<file path="config.mk">
export PLATFORM = sky130hd
export DESIGN_NAME = usbd_event_flags
export DESIGN_NICKNAME = d
export VERILOG_FILES = /design/src/rtl/usbd_flags_pkg.sv /design/src/rtl/usbd_line_decode.sv /design/src/rtl/usbd_dwell_timer.sv /design/src/rtl/usbd_sticky_bank.sv /design/src/rtl/usbd_event_flags.sv
export SDC_FILE = /design/constraint.sdc
export NUM_CORES = 1
export LEC_CHECK = 0
export ABC_AREA = 1
export BUFFER_PORTS_ARGS = -buffer_cell sky130_fd_sc_hd__buf_2
export CAP_MARGIN = 10
export CORE_MARGIN = 5
export CORE_UTILIZATION = 48
export DETAILED_ROUTE_END_ITERATION = 7
export GPL_TIMING_DRIVEN = 0
export PLACE_DENSITY = 0.84
export SYNTH_ARGS = -nofsm -noshare
export SYNTH_HDL_FRONTEND = slang
export SYNTH_HIERARCHICAL = 1
export SYNTH_SLANG_ARGS = --single-unit
</file>
<file path="constraint.sdc">
create_clock -name clk -period 1.36 [get_ports clk]
set_clock_uncertainty 0.05 [all_clocks]
set_input_delay 0.272 -clock clk [delete_from_list [all_inputs] [get_ports clk]]
set_output_delay 0.272 -clock clk [all_outputs]
set_load 0.05 [all_outputs]
</file>
<file path="src/rtl/usbd_flags_pkg.sv">
// Shared constants and types for the USB device event flag register.
// Assumes a 16-bit register word with flags in the low byte.
package usbd_flags_pkg;
    localparam int REG_W     = 16;
    localparam int BIT_RST   = 0;
    localparam int BIT_ERR   = 1;
    localparam int BIT_SOF   = 2;
    localparam int BIT_TOK   = 3;
    localparam int BIT_IDLE  = 4;
    localparam int BIT_RES   = 5;
    localparam int BIT_STALL = 7;

    // Bits that exist in the status word, and the subset held in flops.
    localparam logic [REG_W-1:0] IMPL_MASK   = 16'h00BF;
    localparam logic [REG_W-1:0] STICKY_MASK = 16'h00BD;

    typedef struct packed {
        logic k;
        logic j;
        logic se0;
    } line_t;
endpackage

</file>
<file path="src/rtl/usbd_line_decode.sv">
// Decodes the synchronized D+/D- pair into J, K and SE0 for the chosen speed.
// Assumes the inputs are already synchronized to clk. Purely combinational.
module usbd_line_decode
    import usbd_flags_pkg::*;
(
    input  logic [1:0] bus_lines,
    input  logic       low_speed,
    output line_t      line
);
    logic diff_one;
    logic diff_zero;

    // Classify the pair and map the differential level to J/K by speed.
    always_comb begin
        diff_one  = bus_lines[1] & ~bus_lines[0];
        diff_zero = ~bus_lines[1] & bus_lines[0];
        line.se0  = ~bus_lines[1] & ~bus_lines[0];
        line.k    = low_speed ? diff_one  : diff_zero;
        line.j    = low_speed ? diff_zero : diff_one;
    end
endmodule

</file>
<file path="src/rtl/usbd_dwell_timer.sv">
// Counts consecutive cycles of a condition. It pulses `hit` for one cycle
// on the THRESH-th consecutive cycle. It restarts from zero whenever the
// condition drops, and saturates so that it fires only once per run.
// Assumes THRESH >= 1.
module usbd_dwell_timer #(
    parameter int THRESH = 10
) (
    input  logic clk,
    input  logic rst_n,
    input  logic cond,
    output logic hit
);
    localparam int CW = $clog2(THRESH + 1);
    localparam logic [CW-1:0] LAST = CW'(THRESH - 1);
    localparam logic [CW-1:0] TOP  = CW'(THRESH);

    logic [CW-1:0] cnt;

    // Count while the condition holds; clear when it breaks.
    always_ff @(posedge clk) begin
        if (!rst_n) begin
            cnt <= '0;
        end else if (!cond) begin
            cnt <= '0;
        end else if (cnt != TOP) begin
            cnt <= cnt + 1'b1;
        end
    end

    // Fire on the cycle that completes the run.
    assign hit = cond && (cnt == LAST);

    assert_restart_R5: assert property (@(posedge clk) disable iff (!rst_n)
        !cond |=> (cnt == '0));
    assert_single_hit_R5: assert property (@(posedge clk) disable iff (!rst_n)
        hit |=> !hit);
endmodule

</file>
<file path="src/rtl/usbd_sticky_bank.sv">
// Bank of write-1-to-clear sticky flags. A set pulse wins over a clear in
// the same cycle. Only positions in MASK exist; the others stay 0.
module usbd_sticky_bank #(
    parameter int              W    = 16,
    parameter logic [W-1:0]    MASK = '1
) (
    input  logic         clk,
    input  logic         rst_n,
    input  logic [W-1:0] set_pulse,
    input  logic [W-1:0] clr_req,
    output logic [W-1:0] flags
);
    // Apply clears, then sets, so that a set takes priority.
    always_ff @(posedge clk) begin
        if (!rst_n) begin
            flags <= '0;
        end else begin
            flags <= ((flags & ~clr_req) | set_pulse) & MASK;
        end
    end

    assert_set_wins_R3: assert property (@(posedge clk) disable iff (!rst_n)
        ((set_pulse & MASK) != '0) |=>
        ((flags & $past(set_pulse & MASK)) == $past(set_pulse & MASK)));
    assert_clear_R2: assert property (@(posedge clk) disable iff (!rst_n)
        ((clr_req & ~set_pulse & MASK) != '0) |=>
        ((flags & $past(clr_req & ~set_pulse & MASK)) == '0));
    assert_hold_R2: assert property (@(posedge clk) disable iff (!rst_n)
        (((set_pulse | clr_req) & MASK) == '0) |=> $stable(flags));
endmodule

</file>
<file path="src/rtl/usbd_event_flags.sv">
// USB device interrupt status register. It combines the line-state dwell
// timers and the protocol-engine event pulses into sticky W1C flags, adds a
// read-only masked error bit, an interrupt-enable word, a combined interrupt
// line and a transfer-status FIFO pop strobe.
// Assumes bus_lines is synchronized to clk and event pulses last one cycle.
module usbd_event_flags
    import usbd_flags_pkg::*;
#(
    parameter int CLK_KHZ = 48000,
    parameter int ERR_W   = 8
) (
    input  logic             clk,
    input  logic             rst_n,
    input  logic [1:0]       bus_lines,
    input  logic             low_speed,
    input  logic             tok_done,
    input  logic             sof_token,
    input  logic             sof_thresh,
    input  logic             stall_sent,
    input  logic [ERR_W-1:0] err_flags,
    input  logic [ERR_W-1:0] err_enable,
    input  logic             reg_sel,
    input  logic             reg_wr,
    input  logic [15:0]      reg_wdata,
    output logic [15:0]      reg_rdata,
    output logic [15:0]      status,
    output logic             irq,
    output logic             stat_fifo_pop
);
    localparam int RESUME_CYC = (CLK_KHZ + 399) / 400;
    localparam int RESET_CYC  = (CLK_KHZ + 399) / 400;
    localparam int IDLE_CYC   = CLK_KHZ * 3;

    line_t             line;
    logic              resume_hit;
    logic              idle_hit;
    logic              rst_hit;
    logic              rst_set;
    logic              rst_lock;
    logic              err_bit;
    logic [REG_W-1:0]  set_v;
    logic [REG_W-1:0]  clr_v;
    logic [REG_W-1:0]  flags_q;
    logic [REG_W-1:0]  irq_en;

    usbd_line_decode u_dec (
        .bus_lines (bus_lines),
        .low_speed (low_speed),
        .line      (line)
    );

    usbd_dwell_timer #(.THRESH(RESUME_CYC)) u_resume_tmr (
        .clk(clk), .rst_n(rst_n), .cond(line.k), .hit(resume_hit)
    );
    usbd_dwell_timer #(.THRESH(IDLE_CYC)) u_idle_tmr (
        .clk(clk), .rst_n(rst_n), .cond(line.j), .hit(idle_hit)
    );
    usbd_dwell_timer #(.THRESH(RESET_CYC)) u_reset_tmr (
        .clk(clk), .rst_n(rst_n), .cond(line.se0), .hit(rst_hit)
    );

    // Block a second reset flag until SE0 has ended and the flag was cleared.
    always_ff @(posedge clk) begin
        if (!rst_n) begin
            rst_lock <= 1'b0;
        end else if (rst_set) begin
            rst_lock <= 1'b1;
        end else if (!line.se0 && !flags_q[BIT_RST]) begin
            rst_lock <= 1'b0;
        end
    end

    assign rst_set = rst_hit && !rst_lock;

    // Gather the hardware set sources into bit positions.
    always_comb begin
        set_v            = '0;
        set_v[BIT_RST]   = rst_set;
        set_v[BIT_SOF]   = sof_token | sof_thresh;
        set_v[BIT_TOK]   = tok_done;
        set_v[BIT_IDLE]  = idle_hit;
        set_v[BIT_RES]   = resume_hit;
        set_v[BIT_STALL] = stall_sent;
    end

    // Software clears come only from full-word writes to the status word.
    assign clr_v = (reg_wr && !reg_sel) ? reg_wdata : '0;

    usbd_sticky_bank #(.W(REG_W), .MASK(STICKY_MASK)) u_bank (
        .clk       (clk),
        .rst_n     (rst_n),
        .set_pulse (set_v),
        .clr_req   (clr_v),
        .flags     (flags_q)
    );

    // Hold the interrupt-enable word, keeping only the implemented bits.
    always_ff @(posedge clk) begin
        if (!rst_n) begin
            irq_en <= '0;
        end else if (reg_wr && reg_sel) begin
            irq_en <= reg_wdata & IMPL_MASK;
        end
    end

    // Strobe the FIFO pop when a set token flag is written with a 1.
    always_ff @(posedge clk) begin
        if (!rst_n) begin
            stat_fifo_pop <= 1'b0;
        end else begin
            stat_fifo_pop <= reg_wr && !reg_sel && reg_wdata[BIT_TOK]
                             && flags_q[BIT_TOK];
        end
    end

    // Form the read-only error bit, the status word, irq and the read mux.
    always_comb begin
        err_bit          = |(err_flags & err_enable);
        status           = flags_q;
        status[BIT_ERR]  = err_bit;
        irq              = |(status & irq_en);
        reg_rdata        = reg_sel ? irq_en : status;
    end

    assert_unimpl_zero_R1: assert property (@(posedge clk) disable iff (!rst_n)
        (status[15:8] == 8'h00) && !status[6]);
    assert_reset_once_R7: assert property (@(posedge clk) disable iff (!rst_n)
        $rose(flags_q[BIT_RST]) |-> !$past(rst_lock));
    assert_pop_clears_R9: assert property (@(posedge clk) disable iff (!rst_n)
        stat_fifo_pop |-> (!flags_q[BIT_TOK] || $past(tok_done)));
endmodule

</file>
==> qor.yml, run 1 <==
max_freq_mhz: 685.4
grt_pass1_vias: 2767
syn_inst: 442
finalCriticalPeriod_ns: 1.459
drtIter0Drc: 169
rr_startpoint: "u_idle_tmr/cnt[9]"
r2r_cells: 8
layout_common_cells: "nand2_1, inv_1, nor2_1"
final_layout_size_suffix_gt1_frac: 0.3333
powerDensity_mw_per_mm2: 830.9
clkTransAtPathRegs_ns: 0.10
critPathArrivalTime_ns: 1.14
start_util: 0.4979
p_leak_uw: 0.001612
htreeDepth: 2
dpl.hpwl_um: 5007
violations: "setup timing"
cp_cell_sequence: "nand2_2, nand4_1, nor2_1, nand2_1, buf_6"
syn_area_mm2: 0.002775
critPathMaxFanout: 3
crit_path_end_kind: "output pin"
grt_max_degree: 17
cpPeakStageDelay_ns: 0.35
r2r_slack_ns: 0
track_usage: 0.1860
die-area_mm2: 0.007402
report.final.slew_viol_count: 0
drc_errors: 0
drt-total-wl_um: 7356
hold_ws_ns: 0.1277
grt-ovfl-total: 0
cts_tree: "yes"
hp-class: "primary input to flop"
vias: 3010
worstSkewPairLatency_ns: 0.31
yosysWarnings: 6
fp.dieH_um: 86.04
mostFrequentLayoutCell: "nand2_1"
ir_drop_mv: 0.5372
relSlewSlack: 0.3959
io_buffers: 48
fp.dieW_um: 86.04
gp_congestion: 0.8531
worstHoldStart: "tok_done"
nets: 570
critical_path_class: "flop to output pin"
worstMarginPinSlew_ns: 0.9028
wl_per_cell_um: 12.38
io_pins: 77
area_growth_pct: 32.82
setup_viol: 3
grt_first_pass_wirelength_um: 11310
drt_first_pass_iters: 4
crit_required_ns: 1.04
status: "complete, but fails checks"
hold_end: "u_bank/flags[3]"
cts_buffer_depth: 2
worst_path_max_delay_cell: "dfxtp_2"
fin_crit_sh: 1.073
hold_viol_final: 0
cts_inserted_buffers: 5
coreArea_mm2: 0.005574
setup_ws_ns: -0.09891
r2r-end: "u_bank/flags[4]"
drt-vias-per-instance: 5.067
cts.hold.buffers_added: 0
drtAntennaViolNets: 0
syn_area_per_cell_um2: 6.279
holdPathStages: 3
critPathLaunchType: "flop"
antenna_cells: 0
fin_setup_tns_ns: -0.1179
rsz0062_at_grt: "true"
maxCapViolCount: 0
crit_start: "irq_en[7]"
cp_num_buf_inv: 1
ctsRootBufferMaster: "clkbuf_8"
antenna_found_initial: 0
cts.sinks: 47
cpLargestDelayFamily: "flip-flops"
num_rows: 27
## flip-flops by register name (all words and copies together), names as in the netlist
name / flops
rst_lock: 1
u_resume_tmr/cnt: 7
irq_en: 7
u_reset_tmr/cnt: 7
stat_fifo_pop: 1
u_bank/flags: 6
u_idle_tmr/cnt: 18
## repair_timing
item                                    CTS  global route
pin swaps                                 8            28
endpoints found under the setup margin   15            31
buffers inserted                          7             9
endpoints found under the hold margin     0             0
resized for setup                        32            69
## how the worst max path moves through the flow
| stage | to | slack, ns | cells past startpoint |
|---|---|---|---|
| 2_1_floorplan | irq | 0.003 | 4 |
| 3_3_place_gp | u_bank/flags[4] | -0.17 | 7 |
| 3_5_place_dp | u_bank/flags[4] | -0.17 | 7 |
| 4_1_cts | irq | -0.12 | 5 |
| 5_1_grt | irq | -0.15 | 5 |
| 6_report | irq | -0.1 | 5 |
## worst register-to-register path, cell delays in order, from the launching register on
cell and delay [ns]:
dfxtp_2 0.35, inv_2 0.05, nor2_2 0.11, nand2_2 0.08, nor2_4 0.14, inv_2 0.05, nor4_2 0.25, inv_1 0.09
a21oi_2 0.11
## routing by layer
| layer | vias up | share of wire | track usage |
|---|---|---|---|
| met5 | - | 0 | 0 |
| li1 | 1519 | - | - |
| met1 | 1353 | 0.41 | 0.2121 |
| met4 | 0 | 0.028 | 0.07338 |
| met3 | 21 | 0.063 | 0.04515 |
| met2 | 117 | 0.50 | 0.3308 |
## area by class of cell
| cell class | count | area [um2] |
|---|---|---|
| fillers | 455 | 1888 |
| multi-input cells | 311 | 1615 |
| flip-flops and latches | 47 | 980.9 |
| repair buffers | 64 | 462.9 |
| inverters | 76 | 291.5 |
| plain buffers | 16 | 130.1 |
| well taps | 72 | 90.09 |
| clock buffers | 5 | 68.82 |
| clock inverters | 3 | 46.29 |
## stage by stage
| step | total power [uW] | utilization | cells | cell area, um2 | setup slack [ns] |
|---|---|---|---|---|---|
| finish | 3063 | 0.6613 | 594 | 3686 | -0.09891 |
| global placement | 1935 | 0.5686 | 570 | 3169 | -0.1676 |
| floorplan | 1829 | - | 450 | 2839 | 0.003014 |
| detailed placement | 1943 | 0.5686 | 570 | 3169 | -0.1658 |
| global route | 3192 | 0.6613 | 594 | 3686 | -0.1537 |
| CTS | 3025 | 0.6153 | 585 | 3430 | -0.1245 |
## power breakdown
part | switching [uW] | internal, uW | leakage [uW]
Sequential | 25.9 | 1400 | 0.000393
Combinational | 378 | 189 | 0.00116
Clock | 514 | 554 | 0.0000548
Total | 919 | 2140 | 0.00161
(Power assumes the default switching activity.)
==> inputs of run 2 (changes only) <==
- GPL_TIMING_DRIVEN: 0 -> not set
==> qor.yml, run 2 (same netlist as run 1, synthesis figures left out) <==
status: "complete, but fails checks"
violations: "setup timing"
relSlewSlack: 0.3825
cpPeakStageDelay_ns: 0.35
rsz0062_at_grt: "true"
hold_viol_final: 0
crit_path_end_kind: "output pin"
fp.dieH_um: 86.04
hold_end: "u_bank/flags[3]"
worstSkewPairLatency_ns: 0.31
detailed_place.area_mm2: 0.003233
grt_pass1_vias: 2918
gp_congestion: 0.8813
post-place-ws_ns: -0.08040
coreArea_mm2: 0.005574
r2r_slack_ns: 0.01
critical_path_class: "flop to output pin"
drtAntennaViolNets: 0
drtIter0Drc: 190
fin_setup_tns_ns: -0.1315
antenna_found_initial: 0
cts.sinks: 47
area_growth_pct: 34.26
io_pins: 77
largest_reg_flops: 18
cpLargestDelayFamily: "flip-flops"
report.final.slew_viol_count: 0
r2r-end: "u_idle_tmr/cnt[16]"
worstHoldStart: "tok_done"
fin_crit_sh: 1.087
start_util: 0.4979
setup_viol: 2
worst_path_max_delay_cell: "dfxtp_2"
vias: 3031
wl_per_cell_um: 12.36
finalCriticalPeriod_ns: 1.478
die-area_mm2: 0.007402
clkTransAtPathRegs_ns: 0.10
htreeDepth: 2
maxCapViolCount: 0
setup_ws_ns: -0.1177
cts_buffer_depth: 2
regMostFlops: "u_idle_tmr/cnt"
critPathMaxFanout: 3
powerDensity_mw_per_mm2: 861.5
layout_common_cells: "nand2_1, inv_1, nor2_1"
critPathArrivalTime_ns: 1.16
drt-total-wl_um: 7357
final_cell_area_mm2: 0.003726
ctsRootBufferMaster: "clkbuf_8"
mostFrequentLayoutCell: "nand2_1"
drc_errors: 0
grt-ovfl-total: 0
ir_drop_mv: 0.7361
cts_tree: "yes"
dpl.hpwl_um: 5194
drt_first_pass_iters: 5
holdPathStages: 3
cp_num_buf_inv: 1
num_rows: 27
critPathLaunchType: "flop"
antenna_cells: 0
p_leak_uw: 0.001652
fillers: 449
rr_startpoint: "u_idle_tmr/cnt[0]"
multi_input_area_mm2: 0.001648
cts_inserted_buffers: 5
grt_max_degree: 16
cp_cell_sequence: "nand2_2, nand4_1, nor2_1, nand2_1, buf_6"
cts.hold.buffers_added: 0
grt_first_pass_wirelength_um: 12070
fp.dieW_um: 86.04
max_freq_mhz: 676.7
io_buffers: 49
nets: 571
r2r_cells: 8
crit_cells: 5
drt-vias-per-instance: 5.094
worstMarginPinSlew_ns: 0.9228
track_usage: 0.1970
crit_required_ns: 1.04
hp-class: "primary input to flop"
seq_area_um2: 984.7
final_layout_size_suffix_gt1_frac: 0.3327
[run 2: timing repair]
action	in CTS	in global routing
pin swaps	11	21
resized for setup	35	67
endpoints found under the setup margin	16	27
setup buffers	2	8
[run 2: worst max-delay path by stage]
| stage | startpoint | slack (ns) | to |
|---|---|---|---|
| global route | u_bank/flags[2] | -0.19 | irq |
| detailed placement | u_idle_tmr/cnt[0] | -0.08 | u_idle_tmr/cnt[16] |
| floorplan | u_bank/flags[0] | 0.003 | irq |
| CTS | u_bank/flags[3] | -0.11 | irq |
| global placement | bus_lines[0] | -0.06 | u_bank/flags[0] |
| finish | irq_en[7] | -0.12 | irq |
[run 2: cell type report]
cell class,instances,share of cell area
flip-flops and latches,47,0.2643
inverters,76,0.07824
clock inverters,3,0.01813
clock buffers,5,0.01847
well taps,72,0.02418
multi-input cells,311,0.4422
repair buffers,81,0.1545
[run 2: through the flow]
| stage | hold slack [ns] | total power (uW) | utilization | cells |
|---|---|---|---|---|
| global placement | 0.3895 | 1925 | 0.5800 | 578 |
| global route | 0.1302 | 3346 | 0.6685 | 595 |
| CTS | 0.1288 | 3178 | 0.6260 | 588 |
| floorplan | 0.3472 | 1829 | - | 450 |
| finish | 0.1274 | 3210 | 0.6685 | 595 |
| detailed placement | 0.3913 | 1934 | 0.5800 | 578 |
[run 2: where the power goes]
part,switching [uW],total [uW],leakage (uW),internal (uW)
registers,22.6,1420,0.000394,1400
clock network,511,1240,0.0000644,733
logic,375,546,0.00119,171
total,908,3210,0.00165,2300
[run 2: per-layer routing]
| layer | wire, um | global-route usage |
|---|---|---|
| met1 | 3005 | 0.2275 |
| met2 | 3768 | 0.3588 |
| met3 | 477 | 0.04035 |
| met4 | 106 | 0.06475 |
| met5 | 0 | 0 |
[run 2: worst register-to-register path, delay by kind of cell, from the launching register on]
family	cells	cell delay [ns]
fa+ha+maj	1	0.16
buf+inv	1	0.13
compound gates	1	0.14
flops	1	0.38
simple gates	5	0.45
==> inputs of run 3 (changes only) <==
- BUFFER_PORTS_ARGS: -buffer_cell sky130_fd_sc_hd__buf_2 -> not set
- CORE_UTILIZATION: 48 -> 57
- CTS_CLUSTER_SIZE: not set -> 12
- DONT_BUFFER_PORTS: not set -> 1
- PLACE_DENSITY: 0.84 -> 0.82
==> qor.yml, run 3 (same netlist as run 1, synthesis figures left out) <==
cts_buffer_depth: 2
drt-total-wl_um: 7353
io_buffers: 0
hold_viol_final: 0
antenna_found_initial: 0
drt_first_pass_iters: 5
critical_path_class: "flop to output pin"
area_growth_pct: 28.67
r2r_cells: 8
hold_end: "irq_en[1]"
layout_common_cells: "nand2_1, inv_1, nor2_1"
grt_max_degree: 20
report.final.slew_viol_count: 0
worstSkewPairLatency_ns: 0.30
fillers: 307
drc_errors: 0
io_pins: 77
rsz0062_at_grt: "true"
utilization: 0.7560
holdPathStages: 2
crit_path_end_kind: "output pin"
relSlewSlack: 0.3918
drt-vias-per-instance: 5.328
fp.dieW_um: 79.78
fin_crit_sh: 1.087
critPathLaunchType: "flop"
fp.dieH_um: 79.78
dpl.hpwl_um: 4973
finalCriticalPeriod_ns: 1.478
r2r_slack_ns: -0.05
max_freq_mhz: 676.4
rr_startpoint: "u_idle_tmr/cnt[12]"
ir_drop_mv: 0.5960
htreeDepth: 2
die-area_mm2: 0.006364
hp-class: "primary input to flop"
regMostFlops: "u_idle_tmr/cnt"
track_usage: 0.2205
setup_viol: 5
cpPeakStageDelay_ns: 0.33
crit_required_ns: 1.04
final_layout_size_suffix_gt1_frac: 0.2749
worstMarginPinSlew_ns: 0.9089
cts_tree: "yes"
r2r-end: "u_bank/flags[4]"
grt_first_pass_wirelength_um: 11290
hold_ws_ns: 0.04344
antenna_cells: 0
num_rows: 25
nets: 539
clkTransAtPathRegs_ns: 0.09
ctsRootBufferMaster: "clkbuf_8"
p_leak_uw: 0.001484
powerDensity_mw_per_mm2: 782.4
violations: "setup timing"
setup_ws_ns: -0.1183
wl_per_cell_um: 13.18
drtIter0Drc: 207
worstHoldStart: "reg_wdata[1]"
grt_pass1_vias: 2732
coreArea_mm2: 0.004723
critPathArrivalTime_ns: 1.16
cts_inserted_buffers: 5
mostFrequentLayoutCell: "nand2_1"
worst_path_max_delay_cell: "dfxtp_2"
cp_cell_sequence: "nand2_2, nand4_1, nor2_1, nand2_1, buf_12"
status: "complete, but fails checks"
drtAntennaViolNets: 0
maxCapViolCount: 0
cts.sinks: 47
grt-ovfl-total: 0
start_util: 0.5875
critPathMaxFanout: 2
vias: 2973
largest_reg_flops: 18
gp_congestion: 0.8467
[run 3: changes by cell type in the layout (fill, tap and decap cells not counted), moves of 4 or more]
cell and change:
dfxtp_1 +4, buf_12 +8, buf_6 -5, buf_4 +6, buf_2 -39, nor2_1 +4
[run 3: cell type report]
cell class              count  area, um2  share of cell area
clock buffers               7      76.32             0.02137
flip-flops and latches     47      974.7              0.2730
inverters                  76      294.0             0.08234
well taps                  67      83.83             0.02348
repair buffers             49      499.2              0.1398
clock inverters             1      5.005            0.001402
multi-input cells         311       1638              0.4587
[run 3: critical path: cells and delay by family (launching register included)]
family / cells / cell delay [ns]
simple gates: 4 / 0.38
flops: 1 / 0.33
buf+inv: 1 / 0.16
[run 3: timing repair]
action                                  4_1_cts  5_1_grt
pin swaps                                     7       27
buffers inserted                              5       12
endpoints found under the setup margin        7       25
gates resized for setup                      19       56
hold buffers                                  0        0
gates cloned                                  0        0
[run 3: power by group]
| group | internal (uW) | switching [uW] | total (uW) |
|---|---|---|---|
| Sequential | 1400 | 21.8 | 1420 |
| Combinational | 186 | 357 | 543 |
| Clock | 362 | 465 | 827 |
| Total | 1950 | 844 | 2790 |
[run 3: metal layers]
layer | share of wire | track usage
met5 | 0 | 0
met4 | 0.015 | 0.07770
met3 | 0.087 | 0.05643
met2 | 0.50 | 0.3865
met1 | 0.39 | 0.2591
[run 3: worst max-delay path by stage]
stage                 startpoint            endpoint  slack (ns)  cells past startpoint
5_1_grt                irq_en[3]                 irq       -0.19                      5
3_5_place_dp   u_idle_tmr/cnt[0]  u_idle_tmr/cnt[16]       -0.03                      8
6_report         u_bank/flags[7]                 irq       -0.12                      5
4_1_cts                irq_en[7]                 irq       -0.12                      5
2_1_floorplan    u_bank/flags[0]                 irq       0.003                      4
3_3_place_gp   u_idle_tmr/cnt[0]  u_idle_tmr/cnt[16]        0.01                      9
[run 3: metrics by stage]
step	setup TNS, ns	area, um2	std cells	setup slack [ns]	power (uW)
finish	-0.3659	3571	558	-0.1183	2794
global route	-0.9661	3571	558	-0.1872	2894
CTS	-0.1896	3329	546	-0.1215	2750
detailed placement	-0.1115	3149	533	-0.03428	1930
global placement	0	3149	533	0.01467	1923
floorplan	0	2839	450	0.003014	1829
